[src/rtl/rxDescPkg.sv]
package rxDescPkg;
  localparam int ADDR_W     = 32;
  localparam int DATA_W     = 32;
  localparam int BE_W       = DATA_W / 8;
  localparam int SIZE_W     = 13;
  localparam int LEN_W      = SIZE_W + 1;
  localparam int OWN_BIT    = 31;
  localparam int AF_BIT     = 30;
  localparam int LEN_LO     = 16;
  localparam int ERR_BIT    = 14;
  localparam int LAST_BIT   = 8;
  localparam int SIZE1_LO   = 0;
  localparam int SIZE2_LO   = 16;

  typedef enum logic [1:0] {
    SEL_DESC,
    SEL_BYTE,
    SEL_STAT
  } memSelT;

  typedef struct packed {
    logic       loadBase;
    logic       clearDesc;
    logic       loadW1;
    logic       loadW2;
    logic       loadW3;
    logic       takeByte;
    logic       byteDone;
    logic       statusDone;
    memSelT     memSel;
    logic [1:0] wordIdx;
  } ctrlStrobeT;
endpackage

[src/rtl/rxDescCtrl.sv]
module rxDescCtrl
  import rxDescPkg::*;
(
  input  logic       clk,
  input  logic       rstN,
  input  logic       pollDemand,
  input  logic       memAck,
  input  logic       ownFlag,
  input  logic       rxValid,
  input  logic       lastHeld,
  input  logic       fullNow,
  input  logic       fullAfterByte,
  output ctrlStrobeT strobe,
  output logic       memReq,
  output logic       memWe,
  output logic       rxReady,
  output logic       bufUnavail,
  output logic       descDone
);
  typedef enum logic [2:0] {
    S_IDLE, S_FETCH, S_NOTOWN, S_DATA, S_BYTE, S_STAT
  } stateT;

  stateT      state, stateNxt;
  logic [1:0] wordIdx, wordIdxNxt;
  logic       ownSeen;

  always_ff @(posedge clk) begin
    if (!rstN) begin
      state   <= S_IDLE;
      wordIdx <= '0;
      ownSeen <= 1'b0;
    end else begin
      state   <= stateNxt;
      wordIdx <= wordIdxNxt;
      if (strobe.clearDesc)
        ownSeen <= 1'b1;
      else if (stateNxt == S_IDLE || stateNxt == S_NOTOWN)
        ownSeen <= 1'b0;
    end
  end

  always_comb begin
    stateNxt       = state;
    wordIdxNxt     = wordIdx;
    strobe         = '0;
    strobe.memSel  = SEL_DESC;
    strobe.wordIdx = wordIdx;
    memReq         = 1'b0;
    memWe          = 1'b0;
    rxReady        = 1'b0;
    descDone       = 1'b0;
    case (state)
      S_IDLE, S_NOTOWN: begin
        if (pollDemand) begin
          strobe.loadBase = 1'b1;
          wordIdxNxt      = '0;
          stateNxt        = S_FETCH;
        end
      end
      S_FETCH: begin
        memReq = 1'b1;
        if (memAck) begin
          case (wordIdx)
            2'd0: begin
              if (ownFlag) begin
                strobe.clearDesc = 1'b1;
                wordIdxNxt       = 2'd1;
              end else begin
                stateNxt = S_NOTOWN;
              end
            end
            2'd1: begin
              strobe.loadW1 = 1'b1;
              wordIdxNxt    = 2'd2;
            end
            2'd2: begin
              strobe.loadW2 = 1'b1;
              wordIdxNxt    = 2'd3;
            end
            default: begin
              strobe.loadW3 = 1'b1;
              stateNxt      = fullNow ? S_STAT : S_DATA;
            end
          endcase
        end
      end
      S_DATA: begin
        rxReady = 1'b1;
        if (rxValid) begin
          strobe.takeByte = 1'b1;
          stateNxt        = S_BYTE;
        end
      end
      S_BYTE: begin
        memReq        = 1'b1;
        memWe         = 1'b1;
        strobe.memSel = SEL_BYTE;
        if (memAck) begin
          strobe.byteDone = 1'b1;
          stateNxt        = (lastHeld || fullAfterByte) ? S_STAT : S_DATA;
        end
      end
      S_STAT: begin
        memReq        = 1'b1;
        memWe         = 1'b1;
        strobe.memSel = SEL_STAT;
        if (memAck) begin
          strobe.statusDone = 1'b1;
          descDone          = 1'b1;
          stateNxt          = S_IDLE;
        end
      end
      default: stateNxt = S_IDLE;
    endcase
  end

  assign bufUnavail = (state == S_NOTOWN);

  AST_REQ_HELD: assert property (@(posedge clk) disable iff (!rstN)
    (memReq && !memAck) |=> memReq);
  AST_WRITE_OWNED: assert property (@(posedge clk) disable iff (!rstN)
    memWe |-> ownSeen);
  AST_READY_QUIET: assert property (@(posedge clk) disable iff (!rstN)
    rxReady |-> !memReq);
  AST_UNAVAIL_IDLE: assert property (@(posedge clk) disable iff (!rstN)
    bufUnavail |-> (!memReq && !rxReady));
endmodule

[src/rtl/rxDescPath.sv]
module rxDescPath
  import rxDescPkg::*;
(
  input  logic              clk,
  input  logic              rstN,
  input  ctrlStrobeT        strobe,
  input  logic              memReq,
  input  logic              memAck,
  input  logic [DATA_W-1:0] memRdata,
  input  logic [ADDR_W-1:0] descAddr,
  input  logic [7:0]        rxData,
  input  logic              rxLast,
  input  logic              rxErr,
  input  logic              rxAfFail,
  output logic [ADDR_W-1:0] memAddr,
  output logic [BE_W-1:0]   memBe,
  output logic [DATA_W-1:0] memWdata,
  output logic              lastHeld,
  output logic              fullNow,
  output logic              fullAfterByte
);
  logic [ADDR_W-1:0] descBase, buf1Addr, buf2Addr, byteAddr;
  logic [SIZE_W-1:0] buf1Size, buf2Size;
  logic [LEN_W-1:0]  descCount, frameCount, capTotal, byteOff;
  logic [7:0]        byteReg;
  logic              lastReg, errReg, afReg, inBuf2;
  logic [DATA_W-1:0] statusWord;

  always_ff @(posedge clk) begin
    if (!rstN) begin
      descBase   <= '0;
      buf1Addr   <= '0;
      buf2Addr   <= '0;
      buf1Size   <= '0;
      buf2Size   <= '0;
      descCount  <= '0;
      frameCount <= '0;
      byteReg    <= '0;
      lastReg    <= 1'b0;
      errReg     <= 1'b0;
      afReg      <= 1'b0;
    end else begin
      if (strobe.loadBase) descBase <= descAddr;
      if (strobe.clearDesc) begin
        descCount <= '0;
        lastReg   <= 1'b0;
        errReg    <= 1'b0;
        afReg     <= 1'b0;
      end
      if (strobe.loadW1) begin
        buf1Size <= memRdata[SIZE1_LO +: SIZE_W];
        buf2Size <= memRdata[SIZE2_LO +: SIZE_W];
      end
      if (strobe.loadW2) buf1Addr <= memRdata;
      if (strobe.loadW3) buf2Addr <= memRdata;
      if (strobe.takeByte) begin
        byteReg <= rxData;
        lastReg <= rxLast;
        errReg  <= rxLast & rxErr;
        afReg   <= rxLast & rxAfFail;
      end
      if (strobe.byteDone) begin
        descCount  <= descCount + LEN_W'(1);
        frameCount <= frameCount + LEN_W'(1);
      end
      if (strobe.statusDone && lastReg) frameCount <= '0;
    end
  end

  always_comb begin
    capTotal      = LEN_W'(buf1Size) + LEN_W'(buf2Size);
    fullNow       = (descCount == capTotal);
    fullAfterByte = ((descCount + LEN_W'(1)) == capTotal);
    inBuf2        = (descCount >= LEN_W'(buf1Size));
    byteOff       = inBuf2 ? (descCount - LEN_W'(buf1Size)) : descCount;
    byteAddr      = (inBuf2 ? buf2Addr : buf1Addr) + ADDR_W'(byteOff);
  end

  always_comb begin
    statusWord                    = '0;
    statusWord[LEN_LO +: LEN_W]   = frameCount;
    statusWord[LAST_BIT]          = lastReg;
    statusWord[ERR_BIT]           = errReg;
    statusWord[AF_BIT]            = afReg;
    statusWord[OWN_BIT]           = 1'b0;
  end

  always_comb begin
    memAddr  = descBase + {{(ADDR_W-4){1'b0}}, strobe.wordIdx, 2'b00};
    memBe    = '1;
    memWdata = '0;
    case (strobe.memSel)
      SEL_BYTE: begin
        memAddr  = byteAddr;
        memBe    = BE_W'(1) << byteAddr[1:0];
        memWdata = {BE_W{byteReg}};
      end
      SEL_STAT: begin
        memAddr  = descBase;
        memWdata = statusWord;
      end
      default: ;
    endcase
  end

  assign lastHeld = lastReg;

  AST_NO_OVERFLOW: assert property (@(posedge clk) disable iff (!rstN)
    (memReq && strobe.memSel == SEL_BYTE) |-> (descCount < capTotal));
  AST_ADDR_STABLE: assert property (@(posedge clk) disable iff (!rstN)
    (memReq && !memAck) |=> $stable(memAddr));
  AST_LANE_SINGLE: assert property (@(posedge clk) disable iff (!rstN)
    (memReq && strobe.memSel == SEL_BYTE) |-> ($countones(memBe) == 1));
endmodule

[src/rtl/rxDescEngine.sv]
module rxDescEngine
  import rxDescPkg::*;
(
  input  logic              clk,
  input  logic              rstN,
  input  logic              pollDemand,
  input  logic [ADDR_W-1:0] descAddr,
  output logic              bufUnavail,
  output logic              descDone,
  input  logic              rxValid,
  input  logic [7:0]        rxData,
  input  logic              rxLast,
  input  logic              rxErr,
  input  logic              rxAfFail,
  output logic              rxReady,
  output logic              memReq,
  output logic              memWe,
  output logic [ADDR_W-1:0] memAddr,
  output logic [BE_W-1:0]   memBe,
  output logic [DATA_W-1:0] memWdata,
  input  logic [DATA_W-1:0] memRdata,
  input  logic              memAck
);
  ctrlStrobeT strobe;
  logic       lastHeld, fullNow, fullAfterByte;

  rxDescCtrl i_ctrl (
    .clk(clk), .rstN(rstN), .pollDemand(pollDemand), .memAck(memAck),
    .ownFlag(memRdata[OWN_BIT]), .rxValid(rxValid), .lastHeld(lastHeld),
    .fullNow(fullNow), .fullAfterByte(fullAfterByte), .strobe(strobe),
    .memReq(memReq), .memWe(memWe), .rxReady(rxReady),
    .bufUnavail(bufUnavail), .descDone(descDone)
  );

  rxDescPath i_path (
    .clk(clk), .rstN(rstN), .strobe(strobe), .memReq(memReq), .memAck(memAck),
    .memRdata(memRdata), .descAddr(descAddr), .rxData(rxData), .rxLast(rxLast),
    .rxErr(rxErr), .rxAfFail(rxAfFail), .memAddr(memAddr), .memBe(memBe),
    .memWdata(memWdata), .lastHeld(lastHeld), .fullNow(fullNow),
    .fullAfterByte(fullAfterByte)
  );
endmodule

[config.mk]
export PLATFORM = sky130hd
export DESIGN_NAME = rxDescEngine
export DESIGN_NICKNAME = d
export VERILOG_FILES = /design/src/rtl/rxDescPkg.sv /design/src/rtl/rxDescCtrl.sv /design/src/rtl/rxDescPath.sv /design/src/rtl/rxDescEngine.sv
export SDC_FILE = /design/constraint.sdc
export NUM_CORES = 1
export LEC_CHECK = 0
export BUFFER_PORTS_ARGS = -buffer_cell sky130_fd_sc_hd__buf_2
export CAP_MARGIN = 20
export CORE_ASPECT_RATIO = 0.5
export CORE_UTILIZATION = 53
export CTS_BUF_LIST = sky130_fd_sc_hd__clkbuf_16
export DETAILED_ROUTE_END_ITERATION = 10
export PLACE_DENSITY = 0.83
export SLEW_MARGIN = 20
export SYNTH_ARGS = -nofsm -noshare
export SYNTH_HDL_FRONTEND = slang
export SYNTH_SLANG_ARGS = --single-unit
[constraint.sdc]
create_clock -name clk -period 5.35 [get_ports clk]
set_clock_uncertainty 0.15 [all_clocks]
set_input_delay 0.2675 -clock clk [delete_from_list [all_inputs] [get_ports clk]]
set_output_delay 0.2675 -clock clk [all_outputs]
set_load 0.01 [all_outputs]
==> results of run 1 <==
state kept, by name, indices dropped and copies added (netlist names):
register	flops
i_ctrl.state	3
i_ctrl.wordIdx	2
i_path.descCount	14
i_path.lastHeld	1
i_path.buf1Addr	32
i_path.buf2Size	13
i_path.byteReg	8
i_path.buf2Addr	32
i_path.frameCount	14
i_path.buf1Size	13
i_path.descBase	32
i_path.errReg	1
i_path.afReg	1
power groups by stage:
stage               clock network (W)  logic (W)  registers, W
CTS                           0.00125    0.00129       0.00137
global placement                    0    0.00118       0.00140
finish                        0.00126    0.00150       0.00138
global route                  0.00132    0.00159       0.00139
floorplan                           0   0.000913       0.00137
detailed placement                  0    0.00121       0.00140
worst paths after layout:
check,cells past startpoint,to,slack [ns],from
worst max-delay path,22,memAddr[28],0.11,i_path.buf1Size[0]$_SDFFE_PN0P_
worst min-delay path,3,i_ctrl.state[2]$_SDFFE_PN0P_,0.12,memAck
worst max register to register,11,i_ctrl.state[1]$_SDFFE_PN0P_,1.98,i_path.buf2Size[0]$_SDFFE_PN0P_
worst min register to register,2,i_path.buf1Addr[3]$_SDFFE_PN0P_,0.31,i_path.buf1Addr[3]$_SDFFE_PN0P_
timing repair:
action,4_1_cts,5_1_grt
cloned,1,1
buffers inserted,3,7
gates resized for setup,15,53
endpoints found under the hold margin,124,0
endpoints found under the setup margin,15,20
pin swaps,7,21
hold buffers,78,0
cell usage after synthesis (14+ instances only):
cell | number | share of area (%)
a21o_1 | 30 | 2.0
a21oi_1 | 196 | 8.9
and3_1 | 33 | 1.9
clkbuf_1 | 62 | 2.1
dfxtp_1 | 166 | 30
ha_1 | 51 | 5.8
inv_1 | 41 | 1.4
mux2_2 | 19 | 1.9
mux2i_1 | 19 | 1.7
nand2_1 | 340 | 12
nand3_1 | 47 | 2.1
nor2_1 | 96 | 3.3
o211ai_1 | 20 | 1.4
o21ai_0 | 53 | 2.4
or3_1 | 14 | 0.79
xnor2_1 | 48 | 3.8
xor2_1 | 33 | 2.6
routing by layer:
| metal | up-vias | global-route usage, % | wire [µm] |
|---|---|---|---|
| li1 | 5577 | - | - |
| met3 | 120 | 6.70 | 3430 |
| met2 | 610 | 55.3 | 17400 |
| met1 | 5652 | 44.2 | 15700 |
| met5 | - | 0 | 0 |
| met4 | 0 | 13.2 | 1400 |
cell families (layout without fill, tap and decap cells):
| family | count (synthesis) | in the layout | share of synthesized area, % |
|---|---|---|---|
| multiplexers | 39 | 39 | 3.77 |
| XOR/XNOR | 83 | 83 | 6.78 |
| flip-flops | 166 | 166 | 30.1 |
| AO/OA/AOI/OAI | 401 | 401 | 22.3 |
| other | 0 | 1 | 0 |
| AND/OR/NAND/NOR | 614 | 616 | 25.2 |
| buffers and inverters | 128 | 338 | 5.31 |
| adder cells (fa/ha/maj) | 55 | 55 | 6.51 |
worst max-delay path, cell delays in order, from the launching register on:
cell	delay, ns
dfxtp_2	0.37
ha_4	0.15
inv_2	0.03
fa_2	0.38
a211oi_2	0.26
o21ai_2	0.12
a211oi_4	0.34
nor2_8	0.12
mux2_4	0.26
ha_4	0.14
inv_2	0.04
fa_2	0.36
nor2b_2	0.13
o21ai_2	0.08
a21boi_2	0.20
o211ai_1	0.16
a21oi_2	0.19
buf_6	0.14
o221ai_4	0.15
nor4_2	0.27
xor2_1	0.21
o211ai_1	0.09
buf_2	0.18
area by class of cell:
cell class                      count  share of cell area [%]
Inverter                           42                    1.17
Clock buffer                       17                    3.11
Multi-Input combinational cell   1194                    54.3
Clock inverter                     15                    1.22
Sequential cell                   166                    24.3
Antenna cell                        1                  0.0183
Timing Repair Buffer              264                    13.4
Tap cell                          266                    2.43
metrics by stage:
stage | utilization [%] | setup slack, ns | setup TNS [ns] | cells | hold slack, ns
2_1_floorplan | - | 0.0641 | 0 | 1486 | 0.251
3_3_place_gp | 59.7 | 0.291 | 0 | 1842 | 0.291
3_5_place_dp | 59.7 | 0.189 | 0 | 1842 | 0.295
4_1_cts | 67.0 | 0.00156 | 0 | 1956 | 0.116
5_1_grt | 68.7 | -0.123 | -0.270 | 1965 | 0.130
6_report | 68.7 | 0.109 | 0 | 1965 | 0.122
==> run metrics, run 1 <==
outcome finished clean; Final Hold Vio Count 0; cell-internal power roughly 0.0026 W; clk slew on worst S/H paths approximately 0.07 ns; min Tclk post-route roughly 5.2 ns; WL/cell between 15 and 20 µm; setup violators final 0; normalized max-slew margin a little over a quarter; Reg area between 3000 and 4000 µm²; Clock Path Buffers 2; Cell variety after synth 88; fin crit share 98.0%; global-route wire length before repair approximately 57 mm; layout cell share with drive strength beyond 1 about a fifth; CP endpoint kind primary output; placed inst area approximately 12000 µm²; commonest cells after routing, fill and taps aside nand2_1 (340), a21oi_1 (187), dfxtp_1 (163); syn_area_per_cell 7.42 µm²; pwr/cell area between 300 and 400 nW/µm²; P_sw 0.00156 W; Num CTS Buffers 17; Placer Congestion slightly below 1; filler instances around 1600; latest clock arrival within the worst-skew pair 0.45 ns; DR DRC count 0; Arr. time, crit path 4.82 ns; number of DRC markers in iteration 0 1385; Port-buffer cells 152; CTS root buf clkbuf_16; Peak VDD IR roughly 230 µV; Comb pwr share between 30% and 40%; largest net degree at the start of global routing 94; RSZ-0062 raised after global routing yes; Max H-tree Level 4; Net Sw Frac a little under two fifths; leakage power around 5.8 nW; drt pass-1 iters 8; Die Width just over 200 µm; crit start category register; CTS Sinks roughly 170; Core ar. between 15000 and 20000 µm²; Yosys warning count 0; HP Class in2reg; clock share of power between 30 and 40%; Syn-to-layout area delta 24.0%; height of the chip around 100 µm; sequential area share after synthesis a little under a third; multi-input logic area approximately 7400 µm²; main flop type after synthesis dfxtp_1; total of max-cap violations 0; WP data required just under 5 ns; Synth Cell Area about 11000 µm²; total power approximately 0.0041 W; Mapped Nets about 1600; number of synthesized flops with an enable pin 0; critical path class reg2out; std cell rows 36; starting density of the core a little under three fifths; CTS tree built; CP max FO 8; Pins Over Slew Limit 0; Die Area ~21000 µm²; routed wire length 37.9 mm; Via density slightly above 6; Seq cells post-synth approximately 170; most common cell after layout, fill and taps aside nand2_1; number of global-route vias before repair 11100; FFs w/ async S/R, synth 0%; Top Ports approximately 150; Cells after Synth 1486; Finished Cell Area about 14000 µm²; Least-Margin Pin Slew 1.10 ns; GRT Resource Usage Total roughly a third; NumNets Final about 1800; estimated wirelength of the detail-placed design about 27 mm; Post-DRT Antenna Nets 0; DR vias between 10000 and 15000; f_max between 150 and 200 MHz; Congestion Overflow GR 0; initial antenna violation count 2; Reg power frac 33.4%
(Power assumes the default switching activity.)
==> run 2, diff against run 1 <==
Settings changed: CORE_MARGIN from default to 2, TNS_END_PERCENT from default to 5.
==> run 2 against run 1 <==
The run now ends with negative setup slack left. Combinational power barely moved. Critical path depth rose by 1. Final cell count rose by 0.81%. Cell area rose by 0.28%. Non-clock buffer count rose by 10. Routed wire length fell by 3.2%. Clock-buffer cell count did not move. Largest power group unchanged. Via count rose by 0.82%. Register-to-register slack got worse by 0.15 ns.
==> run metrics, run 2 (same netlist as run 1, synthesis figures left out) <==
outcome finished, violations left (was finished clean); failing checks negative setup slack; Die Width 208 µm (was 206 µm); number of DRC markers in iteration 0 1532 (was 1385); Port-buffer cells 152 (unchanged); Least-Margin Pin Slew 1.10 ns (about the same); drt pass-1 iters 9 (was 8); crit start category register (unchanged); pre-CTS setup slack 0.214 ns (was 0.189 ns); Post-DRT Antenna Nets 0 (unchanged); clock share of power 31.3% (was 30.4%); P_sw 0.00157 W (was 0.00156 W); DP Cell Count 1851 (was 1842); WP data required 4.93 ns (about the same); CP top delay family compound AO/OA/AOI/OAI gates (unchanged); leakage power 5.81 nW (was 5.75 nW); WL/cell 18.5 µm (was 19.3 µm); CP endpoint kind primary output (unchanged); clk slew on worst S/H paths 0.07 ns (about the same); initial antenna violation count 0 (was 2); largest net degree at the start of global routing 98 (was 94); number of global-route vias before repair 10700 (was 11100); Finished Cell Area 13700 µm² (about the same); CP max-delay cell a211oi_1 (was fa_2); critical path class reg2out (unchanged); CTS root buf clkbuf_16 (unchanged); Worst path max stage delay 0.39 ns (was 0.38 ns); Max H-tree Level 4 (unchanged); Die Area 22000 µm² (was 21400 µm²); Arr. time, crit path 4.96 ns (was 4.82 ns); starting density of the core 53.9% (was 55.4%); cell-internal power 0.00260 W (was 0.00257 W); estimated wirelength of the detail-placed design 24.9 mm (was 26.7 mm); pwr/cell area 305 nW/µm² (was 302 nW/µm²); Critical path buffers and inverters 6 (was 4); RSZ-0062 raised after global routing yes (unchanged); setup violators final 2 (was 0); Via density 6.09 (about the same); CTS tree built (unchanged); global-route wire length before repair 55.0 mm (was 57.4 mm); HP Class in2reg (unchanged); Congestion Overflow GR 0 (unchanged); DR vias 12100 (was 12000); Top Ports 153 (unchanged); Final Hold Vio Count 0 (unchanged); hold_ws 0.105 ns (was 0.122 ns); setup ws final -0.0229 ns (was 0.109 ns); Top Registers i_path.buf1Addr x32, i_path.buf2Addr x32, i_path.descBase x32 (unchanged); Clock Path Buffers 2 (unchanged); most common cell after layout, fill and taps aside nand2_1 (unchanged); Net Sw Frac 37.6% (was 37.8%); min Tclk post-route 5.37 ns (was 5.24 ns); commonest cells after routing, fill and taps aside nand2_1 (339), a21oi_1 (189), dfxtp_1 (163) (was nand2_1 (340), a21oi_1 (187), dfxtp_1 (163)); fin crit share 100% (was 98.0%); Core ar. 20500 µm² (was 19900 µm²); placed inst area 11900 µm² (about the same); n_diodes 0 (was 1); layout cell share with drive strength beyond 1 19.3% (was 18.8%); Syn-to-layout area delta 24.3% (was 24.0%); CP max FO 8 (unchanged); total of max-cap violations 0 (unchanged); Num CTS Buffers 17 (unchanged); routed wire length 36.7 mm (was 37.9 mm); GRT Resource Usage Total 31.0% (was 34.0%); Peak VDD IR 209 µV (was 228 µV); std cell rows 37 (was 36); Placer Congestion 0.972 (was 0.965); latest clock arrival within the worst-skew pair 0.45 ns (about the same); height of the chip 106 µm (was 104 µm); Pins Over Slew Limit 0 (unchanged); f_max 186 MHz (was 191 MHz); NumNets Final 1830 (was 1820); DR DRC count 0 (unchanged); Comb pwr share 35.6% (was 36.2%); worst path cell trace inv_2, ha_4, inv_2, fa_2, a211oi_2, o21ai_2, a211oi_4, nor2_8, buf_6, mux2_4, ha_1, a211oi_1, o21ai_2, a21oi_2, o31ai_2, buf_4, buf_4, nand2_1, xor2_1, nor3_1, a31oi_1, o211ai_1, buf_2 (was ha_4, inv_2, fa_2, a211oi_2, o21ai_2, a211oi_4, nor2_8, mux2_4, ha_4, inv_2, fa_2, nor2b_2, o21ai_2, a21boi_2, o211ai_1, a21oi_2, buf_6, o221ai_4, nor4_2, xor2_1, o211ai_1, buf_2); Post-Layout Cell Count 1981 (was 1965); CTS Sinks 166 (unchanged); normalized max-slew margin 26.4% (was 26.5%); Reg power frac 33.1% (was 33.4%)
run 2: area by class of cell:
type / instances / area, µm²
Timing Repair Buffer: 274 / 1890
Sequential cell: 166 / 3330
Fill cell: 1584 / 6750
Clock inverter: 15 / 183
Clock buffer: 17 / 425
Inverter: 42 / 160
Tap cell: 273 / 342
Multi-Input combinational cell: 1194 / 7380
run 2: tightest hold or removal path: cells and delay by family:
| family | cells | cell delay, ns |
|---|---|---|
| buffers and inverters | 1 | 0.16 |
| AOI/OAI and AO/OA | 2 | 0.25 |
run 2: path summary, 6_finish.rpt:
kind / slack (ns) / end / depth (start not counted) / from
max: -0.02 / memAddr[15] / 23 / i_path.descCount[0]$_SDFFE_PN0P_
min reg2reg: 0.30 / i_path.byteReg[5]$_SDFFE_PN0P_ / 2 / i_path.byteReg[5]$_SDFFE_PN0P_
min: 0.11 / i_ctrl.state[2]$_SDFFE_PN0P_ / 3 / memAck
max reg2reg: 1.83 / i_ctrl.state[1]$_SDFFE_PN0P_ / 11 / i_path.buf1Size[0]$_SDFFE_PN0P_
run 2: power by group through the flow:
stage	registers, W	clock network [W]	logic (W)
after floorplan	0.00137	0	0.000913
after global placement	0.00140	0	0.00120
after detailed placement	0.00140	0	0.00121
after CTS	0.00138	0.00130	0.00128
after global routing	0.00139	0.00136	0.00158
final	0.00138	0.00131	0.00149
run 2: metal layers:
layer  wire length [µm]  track usage (%)
met5                  0                0
met4               1520             13.4
met3               3360             5.88
met2              16800             50.4
met1              15000             40.6
run 2: repair_timing:
item | CTS | global route
hold buffers | 78 | 0
gates cloned | 1 | 1
pin swaps | 7 | 28
setup buffers | 3 | 17
endpoints found under the hold margin | 129 | 0
setup endpoints to repair | 14 | 20
gates resized for setup | 11 | 58
run 2: metrics by stage:
step	setup TNS (ns)	power, W	utilization (%)
after floorplan	0	0.00228	-
after global placement	0	0.00260	58.2
after detailed placement	0	0.00261	58.2
after CTS	0	0.00396	65.3
after global routing	-1.61	0.00433	67.0
final	-0.0448	0.00418	67.0
